$ cat src/rtl/slv_timer_pkg.sv
package slv_timer_pkg;
  typedef enum logic [2:0] {
    SM_INT    = 3'd0,
    SM_ENC_B  = 3'd1,
    SM_ENC_A  = 3'd2,
    SM_ENC_AB = 3'd3,
    SM_RST    = 3'd4,
    SM_GATE   = 3'd5,
    SM_START  = 3'd6,
    SM_EXT    = 3'd7
  } slv_mode_e;
endpackage

$ cat src/rtl/slv_trig_front.sv
module slv_trig_front #(
  parameter int N_TRIG = 4,
  localparam int SEL_W = (N_TRIG > 1) ? $clog2(N_TRIG) : 1
) (
  input  logic              clk_i,
  input  logic              rst_ni,
  input  logic [N_TRIG-1:0] trig_i,
  input  logic [SEL_W-1:0]  sel_i,
  output logic              lvl_o,
  output logic              rise_o
);
  logic [N_TRIG-1:0] hit;
  logic              lvl_q;

  for (genvar g = 0; g < N_TRIG; g++) begin : g_sel
    assign hit[g] = trig_i[g] & (sel_i == SEL_W'(g));
  end

  assign lvl_o  = |hit;
  assign rise_o = lvl_o & ~lvl_q;

  always_ff @(posedge clk_i or negedge rst_ni) begin
    if (!rst_ni) lvl_q <= 1'b0;
    else         lvl_q <= lvl_o;
  end

  AST_RISE_NEEDS_LOW: assert property (@(posedge clk_i) disable iff (!rst_ni)
    rise_o |=> lvl_q) else $error("rise without high sample");
endmodule

$ cat src/rtl/slv_quad_dec.sv
module slv_quad_dec (
  input  logic clk_i,
  input  logic rst_ni,
  input  logic a_i,
  input  logic b_i,
  input  logic use_a_i,
  input  logic use_b_i,
  output logic step_o,
  output logic down_o
);
  logic a_q, b_q, ka, kb;

  always_ff @(posedge clk_i or negedge rst_ni) begin
    if (!rst_ni) begin
      a_q <= 1'b0;
      b_q <= 1'b0;
    end else begin
      a_q <= a_i;
      b_q <= b_i;
    end
  end

  // simultaneous edges on both used channels are dropped
  assign ka = use_a_i & (a_i ^ a_q) & ~(use_b_i & (b_i ^ b_q));
  assign kb = use_b_i & (b_i ^ b_q) & ~(use_a_i & (a_i ^ a_q));

  assign step_o = ka | kb;
  assign down_o = ka ? (a_i == b_i) : (b_i != a_i);

  AST_ENC_QUIET: assert property (@(posedge clk_i) disable iff (!rst_ni)
    (!use_a_i && !use_b_i) |-> !step_o) else $error("encoder step while unused");
endmodule

$ cat src/rtl/slv_cnt_core.sv
module slv_cnt_core #(
  parameter int CNT_W = 16,
  parameter logic [CNT_W-1:0] RST_PRESET = '1
) (
  input  logic             clk_i,
  input  logic             rst_ni,
  input  logic             en_i,
  input  logic             tick_i,
  input  logic             down_i,
  input  logic             reload_i,
  input  logic [CNT_W-1:0] preset_i,
  input  logic             preset_wr_i,
  input  logic             preload_en_i,
  output logic [CNT_W-1:0] count_o,
  output logic             update_o
);
  logic [CNT_W-1:0] cnt_q, act_q, shd_q, start_v;
  logic             upd_q, wrap;

  assign start_v = down_i ? act_q : '0;
  assign wrap    = en_i & tick_i & ~reload_i & (down_i ? (cnt_q == '0) : (cnt_q == act_q));

  always_ff @(posedge clk_i or negedge rst_ni) begin
    if (!rst_ni) begin
      cnt_q <= '0;
      upd_q <= 1'b0;
    end else begin
      upd_q <= wrap;
      if (en_i && reload_i)     cnt_q <= start_v;
      else if (wrap)            cnt_q <= start_v;
      else if (en_i && tick_i)  cnt_q <= down_i ? cnt_q - 1'b1 : cnt_q + 1'b1;
    end
  end

  always_ff @(posedge clk_i or negedge rst_ni) begin
    if (!rst_ni) begin
      shd_q <= RST_PRESET;
      act_q <= RST_PRESET;
    end else begin
      if (preset_wr_i) shd_q <= preset_i;
      if (preset_wr_i && !preload_en_i) act_q <= preset_i;
      else if (wrap)                    act_q <= shd_q;
    end
  end

  assign count_o  = cnt_q;
  assign update_o = upd_q;

  AST_HOLD_OFF: assert property (@(posedge clk_i) disable iff (!rst_ni)
    !en_i |=> ($stable(cnt_q) && !upd_q)) else $error("count moved while off");
  AST_STEP_UP: assert property (@(posedge clk_i) disable iff (!rst_ni)
    (en_i && tick_i && !reload_i && !down_i && cnt_q != act_q) |=>
    (cnt_q == CNT_W'($past(cnt_q) + 1'b1) && !upd_q)) else $error("bad up step");
  AST_UP_WRAP: assert property (@(posedge clk_i) disable iff (!rst_ni)
    (en_i && tick_i && !reload_i && !down_i && cnt_q == act_q) |=>
    (cnt_q == '0 && upd_q)) else $error("bad up wrap");
  AST_DN_WRAP: assert property (@(posedge clk_i) disable iff (!rst_ni)
    (en_i && tick_i && !reload_i && down_i && cnt_q == '0) |=>
    (cnt_q == $past(act_q) && upd_q)) else $error("bad down wrap");
  AST_RELOAD_QUIET: assert property (@(posedge clk_i) disable iff (!rst_ni)
    (en_i && reload_i) |=> !upd_q) else $error("reload raised update");
endmodule

$ cat src/rtl/slv_timer.sv
module slv_timer
  import slv_timer_pkg::*;
#(
  parameter int CNT_W  = 16,
  parameter int N_TRIG = 4,
  parameter logic [CNT_W-1:0] RST_PRESET = '1,
  localparam int SEL_W = (N_TRIG > 1) ? $clog2(N_TRIG) : 1
) (
  input  logic              clk_i,
  input  logic              rst_ni,
  input  logic [2:0]        mode_i,
  input  logic [SEL_W-1:0]  trig_sel_i,
  input  logic              dir_down_i,
  input  logic              enable_i,
  input  logic              run_clr_i,
  input  logic [CNT_W-1:0]  preset_i,
  input  logic              preset_wr_i,
  input  logic              preload_en_i,
  input  logic [N_TRIG-1:0] trig_i,
  input  logic              enc_a_i,
  input  logic              enc_b_i,
  output logic [CNT_W-1:0]  count_o,
  output logic              update_o
);
  slv_mode_e mode;
  logic      lvl, rise, enc_step, enc_dn, use_a, use_b;
  logic      run_q, en_eff, tick, dn, reload;

  assign mode  = slv_mode_e'(mode_i);
  assign use_a = (mode == SM_ENC_A) || (mode == SM_ENC_AB);
  assign use_b = (mode == SM_ENC_B) || (mode == SM_ENC_AB);

  slv_trig_front #(.N_TRIG(N_TRIG)) u_trig (
    .clk_i (clk_i), .rst_ni (rst_ni), .trig_i (trig_i), .sel_i (trig_sel_i),
    .lvl_o (lvl), .rise_o (rise)
  );

  slv_quad_dec u_quad (
    .clk_i (clk_i), .rst_ni (rst_ni), .a_i (enc_a_i), .b_i (enc_b_i),
    .use_a_i (use_a), .use_b_i (use_b), .step_o (enc_step), .down_o (enc_dn)
  );

  always_ff @(posedge clk_i or negedge rst_ni) begin
    if (!rst_ni)                          run_q <= 1'b0;
    else if (run_clr_i)                   run_q <= 1'b0;
    else if (mode == SM_START && rise)    run_q <= 1'b1;
  end

  assign en_eff = enable_i | run_q;
  assign reload = (mode == SM_RST) & rise;

  always_comb begin
    tick = 1'b0;
    dn   = dir_down_i;
    unique case (mode)
      SM_INT, SM_RST, SM_START:      tick = 1'b1;
      SM_ENC_B, SM_ENC_A, SM_ENC_AB: begin tick = enc_step; dn = enc_dn; end
      SM_GATE:                       tick = lvl;
      SM_EXT:                        tick = rise;
      default:                       tick = 1'b0;
    endcase
  end

  slv_cnt_core #(.CNT_W(CNT_W), .RST_PRESET(RST_PRESET)) u_core (
    .clk_i (clk_i), .rst_ni (rst_ni), .en_i (en_eff), .tick_i (tick), .down_i (dn),
    .reload_i (reload), .preset_i (preset_i), .preset_wr_i (preset_wr_i),
    .preload_en_i (preload_en_i), .count_o (count_o), .update_o (update_o)
  );

  AST_RUN_SET: assert property (@(posedge clk_i) disable iff (!rst_ni)
    (mode == SM_START && rise && !run_clr_i) |=> run_q) else $error("run flag not set");
  AST_RUN_CLR: assert property (@(posedge clk_i) disable iff (!rst_ni)
    run_clr_i |=> !run_q) else $error("run flag not cleared");
  AST_EXT_NO_EDGE: assert property (@(posedge clk_i) disable iff (!rst_ni)
    (mode == SM_EXT && !rise && !run_q) |=> $stable(count_o)) else $error("ext step without edge");
endmodule

$ cat config.mk
export PLATFORM = sky130hd
export DESIGN_NAME = slv_timer
export DESIGN_NICKNAME = d
export VERILOG_FILES = /design/src/rtl/slv_timer_pkg.sv /design/src/rtl/slv_trig_front.sv /design/src/rtl/slv_quad_dec.sv /design/src/rtl/slv_cnt_core.sv /design/src/rtl/slv_timer.sv
export SDC_FILE = /design/constraint.sdc
export NUM_CORES = 1
export LEC_CHECK = 0
export ABC_AREA = 1
export ABC_CLOCK_PERIOD_IN_PS = 3900
export CORE_UTILIZATION = 50
export DETAILED_ROUTE_END_ITERATION = 12
export PLACE_DENSITY = 0.74
export SETUP_SLACK_MARGIN = 0.05
export SLEW_MARGIN = 20
export SYNTH_ARGS = -nofsm -noshare
export SYNTH_HDL_FRONTEND = slang
export SYNTH_SLANG_ARGS = --single-unit
$ cat constraint.sdc
create_clock -name clk_i -period 3.9 [get_ports clk_i]
set_clock_uncertainty 0.05 [all_clocks]
set_input_delay 0.585 -clock clk_i [delete_from_list [all_inputs] [get_ports clk_i]]
set_output_delay 0.585 -clock clk_i [all_outputs]
set_load 0.02 [all_outputs]
**Word-level counts from Yosys, hierarchy flattened**

Index checks and enable logic that the tools add are counted.

- Reduce and logical (&&, ||, !) cells: 16
- $add $sub $neg: 2
- Equality and inequality tests: 13
- Multiplexer cells: 13
- Bitwise operators: 21

Operator list:

| kind | number |
|---|---|
| $mux 16 | 7 |
| $add 16x1->16 const B | 1 |
| $eq 16x16->1 | 1 |
| $logic_not 16->1 | 1 |
| $sub 16x1->16 const B | 1 |
| $and 1x1->1 | 13 |
| $eq 3x3->1 const B | 4 |
| $eq 3x2->1 const B | 2 |
| $reduce_or 3->1 | 2 |
| $mux 1 | 5 |
| $eq 2x2->1 const B | 2 |
| $logic_and 1x1->1 | 4 |
| $not 1->1 | 4 |
| $pmux 1 s4 | 1 |
| $reduce_bool 2->1 | 2 |
| $reduce_or 4->1 | 1 |
| $eq 3x1->1 const B | 1 |
| $logic_not 3->1 | 1 |
| $reduce_bool 3->1 | 1 |
| $eq 2x1->1 const B | 1 |
| $logic_not 2->1 | 1 |
| $logic_or 1x1->1 | 2 |
| $or 1x1->1 | 2 |
| $xor 1x1->1 | 2 |
| 3 further kinds | 3 |

- Register bits after elaboration: 53
- Logic and storage cells: 73
- Output and inout bits: 17

**Logic depth before layout (Yosys ltp)**

- Depth in word-level cells: 12
- Gate-level depth with buffers: 27
- Mapped depth without buffers: 27

**Cells and area by module**

A second synthesis with hierarchy kept.

- Cell total of the unflattened synthesis: 553
- Area total of the unflattened synthesis: 3,792.4 µm²

By module, submodules not included:

| module | cells each | seq. area each (µm²) | area an instance (µm²) | instances |
|---|---|---|---|---|
| slv_cnt_core | 492 | 1,266.2 | 3,430.8 | 1 |
| slv_timer | 30 | 25.0 | 146.4 | 1 |
| slv_quad_dec | 19 | 50.0 | 131.4 | 1 |
| slv_trig_front | 12 | 25.0 | 83.8 | 1 |

**Worst setup path after synthesis**

Ideal clock, no wire load.

- Path kind: input port to flip-flop
- Start point: input mode_i[1]
- End point: register u_core.cnt_q[10], in the netlist u_core.count_o[10]
- Cell stages on the path: 21
- Path slack: 0.634 ns
- Arrival: 3.098 ns
- Required time: 3.733 ns
- Path through: inv_1 > nor2_1 > o21ai_0 > a21oi_1 > ha_1 > inv_1 > nand2_1 > nand3_1 > nand3b_4 > nand2_4 > inv_1 > ha_1 > a21oi_1 > o21ai_1 > nand2_1 > nand2_1 > a21oi_1 > xor2_1 > nand3_1 > nand3_1 > nand2_1

- Longest elaborated chain between the ends: 12
- Elaborated cells on any way between the ends: 36

RTL lines:

| item | line | text |
|---|---|---|
| from (decl) | slv_timer.sv:11 | `input logic [2:0] mode_i,` |
| $eq 3x1->1, or another cell as far along | slv_timer.sv:31, slv_timer.sv:55 |  |
| $logic_or 1x1->1 (on tied branches) | slv_timer.sv:31, slv_timer.sv:30 |  |
| $and 1x1->1 | slv_quad_dec.sv:24, slv_quad_dec.sv:25 |  |
| $not 1->1 (on tied branches) | slv_quad_dec.sv:24, slv_quad_dec.sv:25 |  |
| $and 1x1->1 (on tied branches) | slv_quad_dec.sv:24, slv_quad_dec.sv:25 |  |
| $or 1x1->1 | slv_quad_dec.sv:27 | `assign step_o = ka \| kb;` |
| $pmux 1 s4 | slv_timer.sv:55 | `unique case (mode)` |
| $and 1x1->1 (3 in series) | slv_cnt_core.sv:21 | `assign wrap = en_i & tick_i & ~reload_i & (down_i ? (cnt_q == '0) : (cnt_q == act_q));` |
| $mux 16 | slv_cnt_core.sv:30 | `else if (wrap) cnt_q <= start_v;` |
| $mux 16 | slv_cnt_core.sv:29 | `if (en_i && reload_i) cnt_q <= start_v;` |
| to (signal assigned) | slv_cnt_core.sv:29 |  |
| to (signal assigned) | slv_cnt_core.sv:30 |  |
| to (signal assigned) | slv_cnt_core.sv:31 | `else if (en_i && tick_i) cnt_q <= down_i ? cnt_q - 1'b1 : cnt_q + 1'b1;` |
| to (decl) | slv_cnt_core.sv:17 | `logic [CNT_W-1:0] cnt_q, act_q, shd_q, start_v;` |

Several ways; a longest one is shown, not always the timed one. The select of a mux whose other input is x is not followed.
A chain may end at the register's enable or synchronous reset.

**Worst setup path after layout**

- Start point: input mode_i[1]
- End point: register u_core.cnt_q[14], in the netlist u_core.count_o[14]

Same word-level chain as after synthesis.

==> reports/metrics.cfg <==
[outcome]
status=finished clean

[pwr]
power.share.combinational=0.568
powerDensity_nw_per_um2=622
sequentialPowerShare=0.309
switching_share=0.455
intPower_uw=1570
p_switching_uw=1310
leakagePower_uw=0.00226
power_frac_clock=0.123
peakVddDrop_mv=0.225

[logic_synthesis]
syn-num-nets=592
syn_area_per_cell_um2=6.90
synthMuxAreaShare=0
synth_compound_area_frac=0.147
synthCells=540
synth_top_family_by_area=simple AND/OR/NAND/NOR gates
yosys.area_share.simple=0.305
syn_area_um2=3730
yosys.area_share.xor_xnor=0.0258
ys_ff_latch=53
ys_seq_area_frac=0.366
yosys_warnings=0
synth_adder_area_share=0.0624
ys_types=35

[layout]
final_cells=695
layout-drive-gt1-share=0.166
n_antenna_cell=0
layout_commonest_cell=nand2_1
syn_to_final_growth_pct=24.0
fillers=673
nNetsFinal=647
ff_latch_area_um2=1370
multi_input_area_um2=2140
final_cell_mix=160 x nand2_1, 64 x inv_1, 49 x clkdlybuf4s50_1

[setup_path]
r2r-end=u_core.count_o[14]
rrSetupSlack_ns=0.85
worstRegToRegCells=23
cpMostUsedCell=nand2_1
arrival_ns=3.72
critPathMaxStageDelay_ns=0.48
endpoint_kind=flip-flop
path_class=input port to flip-flop
r2r_start=u_quad.b_q
cp-start-kind=input port
cp_max_fo=10
critical-path-slowest-cell=clkdlybuf4s50_1
cp_data_required_time_ns=4.05
path_buf_inv=5
critical_path.top_delay_family=simple AND/OR/NAND/NOR gates

[place]
dpl.hpwl_mm=6.45
io_buffers=50
post-place-cells=684
place_congestion=0.881
post-place-ws_ns=-0.291

[drt]
vias=3547
ant_nets=0
drt_wl_total_mm=8.67
drc=0
drt_iter0_drc=158
wl_per_cell_um=12.5
routed_via_density=5.10
firstDrtPassIters=4

[cts]
clk_path_buf_depth=2
cts_root_buffer=clkbuf_8
cts_htree_levels=2
cts_tree=built
clock-sinks=53
clk_latency_ns=0.31
cts_buffers=5
path_clk_slew_ns=0.10

[global_route]
grt_pass1_wl_mm=14.4
overflow=0
antenna_found_initial=0
grt_max_degree=34
grt_pass1_vias=3221
grt_usage=0.236

[floorplan]
dieArea_um2=7810
die_y_um=88.4
row_count=31
num_io_pins=51
initial_core_util=0.517
core-area_um2=7210
die_x_um=88.4

[flow_run]
cap_violations=0

[sta]
finalWorstSetupSlack_ns=0.332
finalSetupViolCount=0
hold_violations=0
drv_slew=0
fin_crit_sh=0.915
min_period_ns=3.57
worst_slew_pin_slew_ns=0.695
relSlewSlack=0.537
fmax_mhz=280
tns_ns=0
rsz0062_at_grt=false
worst_hold_slack_ns=0.262

[min_path]
hp-class=input port to async pin

registers in the layout, summed over array words and instances, names as in the netlist:
| signal | count |
|---|---|
| u_core.update_o | 1 |
| u_quad.b_q | 1 |
| run_q | 1 |
| u_trig.lvl_q | 1 |
| u_core.act_q | 16 |
| u_quad.a_q | 1 |
| u_core.shd_q | 16 |
| u_core.count_o | 16 |
stage by stage:
step	utilization	instance area, um^2	power [uW]
floorplan	-	3730	1880
global placement	0.603	4350	2330
detailed placement	0.603	4350	2360
CTS	0.619	4460	2730
global route	0.641	4620	3120
finish	0.641	4620	2870
Yosys cell counts:
cell,instances,share of area
nand2_1,164,0.17
inv_1,65,0.065
nor2_1,42,0.042
nand3_1,41,0.055
a21oi_1,39,0.052
dfstp_2,32,0.23
o21ai_0,30,0.040
dfrtp_1,21,0.14
o21ai_1,21,0.028
ha_1,17,0.057
xor2_1,10,0.023
clkbuf_1,9,0.0091
inv_2,7,0.0070
nand4_1,6,0.010
buf_2,5,0.0067
nand2_2,5,0.0084
o211ai_1,5,0.010
a21o_1,2,0.0040
a31oi_1,2,0.0034
o21a_1,2,0.0040
and2_1,1,0.0017
buf_4,1,0.0020
buf_6,1,0.0030
fa_1,1,0.0054
nand2_4,1,0.0030
nand3_4,1,0.0047
nand3b_1,1,0.0020
nand3b_4,1,0.0054
nor2_4,1,0.0030
nor3_1,1,0.0013
nor4_1,1,0.0017
o21bai_1,1,0.0020
o22a_1,1,0.0023
or2_2,1,0.0017
xnor2_1,1,0.0023
worst register-to-register path: cells and delay by family (launching register included):
kind	cells	cell delay, ns
AND/OR/NAND/NOR	13	0.89
flip-flops	1	0.40
AO/OA/AOI/OAI	5	0.72
adder cells (fa/ha/maj)	2	0.55
buffers and inverters	3	0.36
final cells by class:
cell class	count	area share
Multi-Input combinational cell	399	0.463
Sequential cell	53	0.295
Timing Repair Buffer	64	0.133
Inverter	72	0.0593
Tap cell	99	0.0268
Clock buffer	7	0.0211
Clock inverter	1	0.00189
worst max path at each step:
stage	cells past startpoint	slack, ns	to	from
2_1_floorplan	21	0.63	u_core.count_o[10]	mode_i[1]
3_3_place_gp	21	-0.16	u_core.count_o[8]	mode_i[1]
3_5_place_dp	22	-0.29	u_core.count_o[10]	mode_i[1]
4_1_cts	27	0.03	u_core.count_o[14]	mode_i[1]
5_1_grt	27	0.03	u_core.count_o[14]	mode_i[1]
6_report	27	0.33	u_core.count_o[14]	mode_i[1]
what timing repair did:
action                     4_1_cts  5_1_grt
gates resized for setup          1       33
pin swaps                        0        1
buffers inserted                 0        3
setup endpoints to repair        1       11
hold buffers                     0        0
layer usage:
layer / vias to the layer above / global-route usage / part of all wire
met4: 0 / 0.0880 / 0.023
met2: 75 / 0.366 / 0.46
met3: 17 / 0.0289 / 0.028
met1: 1599 / 0.337 / 0.49
li1: 1856 / - / -
met5: - / 0 / 0
cells by family after synthesis:
logic type,Yosys count
flip-flops,53
XOR/XNOR,11
AND/OR/NAND/NOR,267
AO/OA/AOI/OAI,103
adder cells (fa/ha/maj),18
buffers and inverters,88
power groups by stage:
stage | combinational (uW) | sequential (uW) | clock, uW
2_1_floorplan | 955 | 923 | 0
3_3_place_gp | 1450 | 881 | 0
3_5_place_dp | 1470 | 884 | 0
4_1_cts | 1490 | 877 | 362
5_1_grt | 1830 | 906 | 385
6_report | 1630 | 889 | 354
Note: power is estimated with default switching activity, not from simulation.
